===== src/rtl/bcd_arith_pkg.sv =====
package bcd_arith_pkg;

    localparam int DIGIT_W   = 4;
    localparam int DEC_MAX   = 9;
    localparam int DEC_ADJ   = 6;

    typedef logic [DIGIT_W-1:0] bcd_digit_t;

    typedef struct packed {
        logic       carry;
        bcd_digit_t digit;
    } digit_res_t;

    function automatic bcd_digit_t nines_of(input bcd_digit_t d);
        return bcd_digit_t'(DEC_MAX) - d;
    endfunction

    function automatic logic digit_ok(input bcd_digit_t d);
        return d <= bcd_digit_t'(DEC_MAX);
    endfunction

    function automatic digit_res_t digit_add(input bcd_digit_t a,
                                             input bcd_digit_t b,
                                             input logic       cin);
        logic [DIGIT_W:0] raw;
        logic [DIGIT_W:0] adj;
        digit_res_t       r;
        raw = {1'b0, a} + {1'b0, b} + {{DIGIT_W{1'b0}}, cin};
        adj = raw + (DIGIT_W+1)'(DEC_ADJ);
        if (raw > (DIGIT_W+1)'(DEC_MAX)) begin
            r.carry = 1'b1;
            r.digit = adj[DIGIT_W-1:0];
        end else begin
            r.carry = 1'b0;
            r.digit = raw[DIGIT_W-1:0];
        end
        return r;
    endfunction

endpackage


===== src/rtl/bcd_digit_cell.sv =====
module bcd_digit_cell
    import bcd_arith_pkg::*;
(
    input  bcd_digit_t a_i,
    input  bcd_digit_t b_i,
    input  logic       cin_i,
    output bcd_digit_t sum_o,
    output logic       cout_o
);

    digit_res_t res;

    always_comb begin
        res    = digit_add(a_i, b_i, cin_i);
        sum_o  = res.digit;
        cout_o = res.carry;
    end

    always_comb begin
        if (digit_ok(a_i) && digit_ok(b_i)) begin

            digit_range_chk: assert (digit_ok(sum_o));

            digit_weight_chk: assert ((6'(a_i) + 6'(b_i) + 6'(cin_i))
                                      == (6'(sum_o) + (cout_o ? 6'd10 : 6'd0)));
        end
    end

endmodule


===== src/rtl/bcd_operand_cond.sv =====
module bcd_operand_cond
    import bcd_arith_pkg::*;
#(
    parameter int NUM_DIGITS = 4
)(
    input  logic [NUM_DIGITS*DIGIT_W-1:0] opb_i,
    input  logic                          sub_i,
    output logic [NUM_DIGITS*DIGIT_W-1:0] opb_o
);

    for (genvar g = 0; g < NUM_DIGITS; g++) begin : g_dig
        assign opb_o[g*DIGIT_W +: DIGIT_W] =
            sub_i ? nines_of(opb_i[g*DIGIT_W +: DIGIT_W])
                  : opb_i[g*DIGIT_W +: DIGIT_W];
    end

endmodule


===== src/rtl/bcd_ripple_chain.sv =====
module bcd_ripple_chain
    import bcd_arith_pkg::*;
#(
    parameter int NUM_DIGITS = 4
)(
    input  logic [NUM_DIGITS*DIGIT_W-1:0] opa_i,
    input  logic [NUM_DIGITS*DIGIT_W-1:0] opb_i,
    input  logic                          cin_i,
    output logic [NUM_DIGITS*DIGIT_W-1:0] sum_o,
    output logic                          cout_o
);

    logic [NUM_DIGITS:0] link;

    assign link[0] = cin_i;

    for (genvar g = 0; g < NUM_DIGITS; g++) begin : g_cell
        bcd_digit_cell u_cell (
            .a_i    (opa_i[g*DIGIT_W +: DIGIT_W]),
            .b_i    (opb_i[g*DIGIT_W +: DIGIT_W]),
            .cin_i  (link[g]),
            .sum_o  (sum_o[g*DIGIT_W +: DIGIT_W]),
            .cout_o (link[g+1])
        );
    end

    assign cout_o = link[NUM_DIGITS];

endmodule


===== src/rtl/bcd_addsub.sv =====
module bcd_addsub
    import bcd_arith_pkg::*;
#(
    parameter int NUM_DIGITS = 4,
    parameter bit REG_OUT    = 1'b1
)(
    input  logic                          clk,
    input  logic                          rst,
    input  logic [NUM_DIGITS*DIGIT_W-1:0] opa_i,
    input  logic [NUM_DIGITS*DIGIT_W-1:0] opb_i,
    input  logic                          sub_i,
    output logic [NUM_DIGITS*DIGIT_W-1:0] sum_o,
    output logic                          carry_o
);

    localparam int W = NUM_DIGITS * DIGIT_W;

    logic [W-1:0] b_eff;
    logic [W-1:0] comb_sum;
    logic         comb_carry;

    function automatic logic word_ok(input logic [W-1:0] w);
        logic ok;
        ok = 1'b1;
        for (int i = 0; i < NUM_DIGITS; i++)
            ok = ok & digit_ok(w[i*DIGIT_W +: DIGIT_W]);
        return ok;
    endfunction

    bcd_operand_cond #(.NUM_DIGITS(NUM_DIGITS)) u_cond (
        .opb_i (opb_i),
        .sub_i (sub_i),
        .opb_o (b_eff)
    );

    bcd_ripple_chain #(.NUM_DIGITS(NUM_DIGITS)) u_chain (
        .opa_i  (opa_i),
        .opb_i  (b_eff),
        .cin_i  (sub_i),
        .sum_o  (comb_sum),
        .cout_o (comb_carry)
    );

    if (REG_OUT) begin : g_reg
        logic [W-1:0] sum_q;
        logic         carry_q;

        always_ff @(posedge clk) begin
            if (rst) begin
                sum_q   <= '0;
                carry_q <= 1'b0;
            end else begin
                sum_q   <= comb_sum;
                carry_q <= comb_carry;
            end
        end

        assign sum_o   = sum_q;
        assign carry_o = carry_q;


        reg_latency_chk: assert property (@(posedge clk) disable iff (rst)
            !$past(rst) |-> (sum_o == $past(comb_sum) && carry_o == $past(comb_carry)));
    end else begin : g_comb
        assign sum_o   = comb_sum;
        assign carry_o = comb_carry;
    end


    self_diff_chk: assert property (@(posedge clk) disable iff (rst)
        (sub_i && opa_i == opb_i && word_ok(opa_i)) |-> (comb_sum == '0 && comb_carry));


    zero_subtrahend_chk: assert property (@(posedge clk) disable iff (rst)
        (sub_i && opb_i == '0 && word_ok(opa_i)) |-> (comb_sum == opa_i && comb_carry));

endmodule


===== config.mk =====
export PLATFORM = sky130hd
export DESIGN_NAME = bcd_addsub
export DESIGN_NICKNAME = d
export VERILOG_FILES = /design/src/rtl/bcd_arith_pkg.sv /design/src/rtl/bcd_digit_cell.sv /design/src/rtl/bcd_operand_cond.sv /design/src/rtl/bcd_ripple_chain.sv /design/src/rtl/bcd_addsub.sv
export SDC_FILE = /design/constraint.sdc
export NUM_CORES = 1
export LEC_CHECK = 0
export BUFFER_PORTS_ARGS = -buffer_cell sky130_fd_sc_hd__buf_2
export CAP_MARGIN = 0
export CELL_PAD_IN_SITES_DETAIL_PLACEMENT = 1
export CELL_PAD_IN_SITES_GLOBAL_PLACEMENT = 1
export CORE_UTILIZATION = 30
export CTS_CLUSTER_DIAMETER = 50
export DETAILED_ROUTE_END_ITERATION = 16
export GPL_ROUTABILITY_DRIVEN = 0
export PLACE_DENSITY = 0.72
export SLEW_MARGIN = 20
export SYNTH_ARGS = -nofsm -noshare
export SYNTH_HDL_FRONTEND = slang
export SYNTH_HIERARCHICAL = 1
export SYNTH_SLANG_ARGS = --single-unit

===== constraint.sdc =====
create_clock -name clk -period 13.6 [get_ports clk]
set_input_delay 0.68 -clock clk [delete_from_list [all_inputs] [get_ports clk]]
set_output_delay 0.68 -clock clk [all_outputs]
set_load 0.1 [all_outputs]

==> reports/qor.yml, run 1 <==
status: "finished, final reports clean"
synth_edf_count: 0
cp.required_ns: 13.75
rsz0062_at_grt: "no"
muxShareOfSynthArea_pct: 2.467
worstSetupEndpointType: "flip-flop"
vias: 1294
worst_pin_slew_ns: 0.5024
grt_pass1_wl_um: 5637
max_cap_viol_count: 0
start_util_pct: 31.37
comb_power_share_pct: 70.7
track_usage_pct: 13.03
cts_hold_buf: 0
ff_latch_area_um2: 340.3
max_stage_delay_ns: 0.45
synth_fa_ha_area_share_pct: 25.29
leakagePower_nw: 0.9480
min_period_ns: 8.594
finalWirelength_um: 3213
cp.arrival_ns: 8.74
yosys_register_bits: 17
die_area_um2: 5708
drcViolationCount: 0
synth_cell_type_count: 23
drtIter0Drc: 11
final.setup.tns_ns: 0
hold_path_class: "primary input to flip-flop"
min-delay-start: "rst"
fp-row-count: 26
fin_crit_sh_pct: 63.19
synth_area_um2: 1623
nets: 277
cts_setup_buffers: 0
maxSlewViolCount: 0
cts_root_buf: "clkbuf_8"
cts_buffers: 3
synth_xor_area_share_pct: 9.561
worstPathMaxFanout: 17
cts_resized: 0
cts_sinks: 17
coreArea_um2: 5172
post_drt_wl_per_cell_um: 11.35
powerDensity_nw_per_um2: 187.6
min_path_cells: 2
clk_pin_slew_ns: 0.07
cts_buffer_depth: 2
ys.flop_type: "dfxtp_1"
multiInputGateArea_um2: 1150
fillCellCount: 627
worstHoldEndpoint: "sum_o[12]"
syn_avg_cell_area_um2: 9.835
whs_ns: 0.7950
port_buffers: 51
drive_gt1_share_pct: 33.33
die_h_um: 75.55
ys_async_sr_fraction_pct: 0
cts_tree: "built"
diodes: 0
clock.fmax_ghz: 0.1164
synth_compound_area_share_pct: 18.20
setup.worst_path.class: "primary input to flip-flop"
vias_per_cell: 4.572
postRouteAntennaNets: 0
p_sw_share_pct: 55.96
power.internal_mw: 0.1601
firstDrtPassIters: 4
p_clk_share_pct: 10.4
yosys.area_share.simple_pct: 15.34
slowest_stage: "fa_1"
final_cell_mix: "buf_2 (51), ha_1 (20), nor2b_1 (18)"
grt_max_degree: 18
maxSlewHeadroom_pct: 66.74
synthesis.nets: 228
die_x_um: 75.55
htreeDepth: 1
grt_overflow: 0
p_seq_share_pct: 19.0
design_power_total_mw: 0.3636
area_delta_synth_final_pct: 19.43
synth_seq_area_share_pct: 20.97
hpwlAfterDp_um: 2884
net-switching-power_mw: 0.2035
antenna_found_initial: 0
synth_top_family_by_area: "adder cells"
syn_inst: 165
start_kind: "primary input"
hold_viol_final: 0
grt_pass1_vias: 1377
cpMostUsedCell: "fa_1"
yosysWarningCount: 6
setup_viol: 0
ir_worst_vdd_mv: 0.09069
final_common_cell: "buf_2"
ios: 52
flip-flops by register name, indices dropped and copies added (netlist names):
name / cells
sum_o: 16
carry_o: 1
layout make-up:
cell class	instances	area share [%]
tap	70	4.519
sequential	17	17.56
timing repair buffer	51	13.17
clock buffer	4	2.324
multi-input combinational	125	59.33
inverter	16	3.099
routing by layer:
metal  up-vias  part of all wire (%)  wire length (um)  track usage, %
met5         -                     0                 0               0
met4         0                   1.4                44           4.321
met3         4                   5.6               181           2.381
met2        38                    52              1662           25.60
met1       596                    41              1325           13.85
li1        656                     -                 -               -
power groups by stage:
stage | Clock, mW | Combinational [mW] | Sequential [mW]
3_3_place_gp | 0 | 0.253 | 0.0702
5_1_grt | 0.0429 | 0.277 | 0.0716
4_1_cts | 0.0401 | 0.260 | 0.0694
6_report | 0.0376 | 0.257 | 0.0690
3_5_place_dp | 0 | 0.259 | 0.0705
2_1_floorplan | 0 | 0.104 | 0.187
cell usage after synthesis, types with 4 or more instances:
cell	n	share of area (%)
fa_1	8	9.9
ha_1	20	15
a21o_2	4	2.2
a31o_1	4	2.2
xnor2_1	12	6.5
a2111oi_0	4	2.2
and3_1	4	1.5
nor2b_1	18	6.9
mux2i_1	4	2.5
o22ai_1	4	1.5
nand3_1	4	1.2
buf_4	4	1.9
nand2_1	8	1.9
o31ai_4	4	5.2
and2b_2	7	3.8
a21oi_1	12	3.7
dfxtp_1	17	21
inv_1	16	3.7
o21ai_1	4	1.2
how the worst max path moves through the flow:
stage	slack (ns)	start	end
global route	4.41	sub_i	sum_o[15]
detailed placement	4.66	sub_i	sum_o[15]
CTS	4.93	sub_i	sum_o[15]
finish	5.01	sub_i	sum_o[15]
floorplan	5.59	sub_i	sum_o[15]
global placement	5.00	sub_i	sum_o[15]
per-stage QoR:
step / cell area [um2] / setup slack, ns / instances / util (%)
floorplan: 1623 / 5.591 / 165 / -
global placement: 1893 / 4.999 / 279 / 36.60
detailed placement: 1893 / 4.662 / 279 / 36.60
CTS: 1938 / 4.933 / 283 / 37.47
global route: 1938 / 4.409 / 283 / 37.47
finish: 1938 / 5.006 / 283 / 37.47
critical path: cells and delay by family:
family,cells,cell delay [ns]
xor+xnor,5,1.12
buf+inv,1,0.32
fa+ha+maj,12,4.36
compound gates,8,1.40
simple gates,6,0.85
kinds of logic (layout without fill, tap and decap cells):
logic type	count (synthesis)	count (layout)
AO/OA/AOI/OAI	36	36
XOR/XNOR	16	16
adder cells (fa/ha/maj)	28	28
flip-flops	17	17
AND/OR/NAND/NOR	41	41
multiplexers	4	4
buffers and inverters	23	71
(Power assumes the default switching activity.)
==> run 2: changes to the inputs <==
--- a/config.mk
+++ b/config.mk
@@ -5,6 +5,7 @@
 export SDC_FILE = /design/constraint.sdc
 export NUM_CORES = 1
 export LEC_CHECK = 0
+export ABC_AREA = 1
 export BUFFER_PORTS_ARGS = -buffer_cell sky130_fd_sc_hd__buf_2
 export CAP_MARGIN = 0
 export CELL_PAD_IN_SITES_DETAIL_PLACEMENT = 1
@@ -13,7 +14,7 @@
 export CTS_CLUSTER_DIAMETER = 50
 export DETAILED_ROUTE_END_ITERATION = 16
 export GPL_ROUTABILITY_DRIVEN = 0
-export PLACE_DENSITY = 0.72
+export PLACE_DENSITY = 0.77
 export SLEW_MARGIN = 20
 export SYNTH_ARGS = -nofsm -noshare
 export SYNTH_HDL_FRONTEND = slang
==> constraint.sdc (replaced) <==
create_clock -name clk -period 7.9 [get_ports clk]
set_input_delay 0.395 -clock clk [delete_from_list [all_inputs] [get_ports clk]]
set_output_delay 0.395 -clock clk [all_outputs]
set_load 0.1 [all_outputs]
==> run 2 against run 1 <==
Net effect:
- clock-buffer cell count is the same
- critical path depth grew 17
- via count grew 44%
- non-clock buffer count grew 1
- clock power grew 72%
- critical path type unchanged
- largest power group unchanged
- highest routed layer unchanged
==> reports/qor.yml, run 2 <==
fin_crit_sh_pct: 92.13
grt_max_degree: 20
ir_worst_vdd_mv: 0.2111
post-place-ws_ns: 0.07711
largest_reg_flops: 16
synth_area_um2: 1996
synth_most_common_cell: "inv_1"
grt_pass1_wl_um: 8155
min-delay-start: "rst"
postRouteAntennaNets: 0
final.setup.tns_ns: 0
maxSlewViolCount: 0
min_period_ns: 7.278
cts_setup_buffers: 0
cts_buffer_depth: 2
vias_per_cell: 4.421
syn_inst: 295
antenna_found_initial: 0
maxSlewHeadroom_pct: 67.42
whs_ns: 0.5067
min_path_cells: 2
cts_root_buf: "clkbuf_8"
die_area_um2: 6982
ios: 52
setup.worst_path.class: "primary input to flip-flop"
die_h_um: 83.56
start_util_pct: 31.25
design_area_um2: 2336
cp.arrival_ns: 7.47
synth_top_area_cell: "dfxtp_1"
design_power_total_mw: 0.6356
leakagePower_nw: 1.412
met2_usage_pct: 26.68
syn_avg_cell_area_um2: 6.765
synth_seq_area_share_pct: 17.05
final_common_cell: "inv_1"
coreArea_um2: 6386
rsz0062_at_grt: "no"
track_usage_pct: 13.81
dp_cells: 416
yosys-top-cells-count: "inv_1 (67), nand2_1 (66), nand3_1 (38), nor2_1 (27), ha_1 (20)"
finalNonFillerCells: 420
worst_pin_slew_ns: 0.4920
worstPathMaxFanout: 4
slowest_stage: "fa_1"
vias: 1857
port_buffers: 51
die_x_um: 83.56
status: "finished, final reports clean"
ys_async_sr_fraction_pct: 0
cts_buffers: 3
placed_area_um2: 2276
max_stage_delay_ns: 0.45
setup_viol: 0
grt_pass1_vias: 1928
area_delta_synth_final_pct: 17.05
nets: 407
grt_overflow: 0
met3_usage_pct: 1.583
max_cap_viol_count: 0
worstSetupEndpointType: "flip-flop"
synthesis.nets: 358
worstHoldEndpoint: "sum_o[15]"
finalWorstSetupSlack_ns: 0.6217
clock.fmax_ghz: 0.1374
busiest_layer: "met2"
cts_tree: "built"
fp-row-count: 29
yosysWarningCount: 6
final_cell_mix: "inv_1 (67), nand2_1 (66), buf_2 (51)"
cp.required_ns: 8.09
hpwlAfterDp_um: 3889
powerDensity_nw_per_um2: 272.1
synth_edf_count: 0
htreeDepth: 1
drive_gt1_share_pct: 27.11
met1_usage_pct: 16.36
drcViolationCount: 0
hold_path_class: "primary input to flip-flop"
drtIter0Drc: 17
ff_latch_area_um2: 340.3
clk_pin_slew_ns: 0.06
firstDrtPassIters: 2
hold_viol_final: 0
synth_cell_type_count: 19
ys.flop_type: "dfxtp_1"
start_kind: "primary input"
utilization_pct: 36.58
fillCellCount: 845
cts_sinks: 17
synthTopCellsByArea: "dfxtp_1 (17%), inv_1 (13%), ha_1 (13%)"
post_drt_wl_per_cell_um: 10.33
multiInputGateArea_um2: 1333
synth_top_area_share_pct: 17.05
yosys_register_bits: 17
cts_hold_buf: 0
diodes: 0
finalWirelength_um: 4339
==> run 2: final cells by class <==
cell class / count / area share [%]
Tap cell: 77 / 4.124
Inverter: 69 / 11.09
Clock buffer: 4 / 1.928
Multi-Input combinational cell: 201 / 57.04
Timing Repair Buffer: 52 / 11.25
Sequential cell: 17 / 14.57
==> run 2: cell families after synthesis <==
family          after synthesis  synth area share (%)
buf+inv                      77                 16.93
xor+xnor                      4                 1.755
compound gates               16                 7.022
simple gates                153                 36.68
fa+ha+maj                    28                 20.56
flops                        17                 17.05
==> run 2: critical path: cells and delay by family <==
kind	cells	cell delay, ns
AO/OA/AOI/OAI	4	0.28
XOR/XNOR	1	0.17
adder cells (fa/ha/maj)	12	4.00
buffers and inverters	9	0.67
AND/OR/NAND/NOR	23	1.93
==> run 2: routing by layer <==
metal	routed length, um	part of all wire (%)	up-vias
met4	29	0.67	0
met2	2216	51	37
met1	1948	45	831
met5	0	0	-
met3	144	3.3	5
li1	-	-	984
==> run 2: how the worst max path moves through the flow <==
stage	cells after the start	from	endpoint
after floorplan	50	sub_i	sum_o[13]
after global placement	50	sub_i	sum_o[14]
after detailed placement	50	sub_i	sum_o[14]
after CTS	50	sub_i	sum_o[14]
after global routing	49	sub_i	sum_o[13]
final	49	sub_i	sum_o[14]
==> run 2: timing repair <==
item                                    in CTS  in global routing
endpoints found under the setup margin       0                  4
endpoints found under the hold margin        0                  0
gates resized for setup                      0                  6
==> run 2: where the power goes <==
part	internal [mW]	switching (mW)
clock	0.0358	0.0287
combinational	0.121	0.337
sequential	0.108	0.00523
total	0.265	0.371
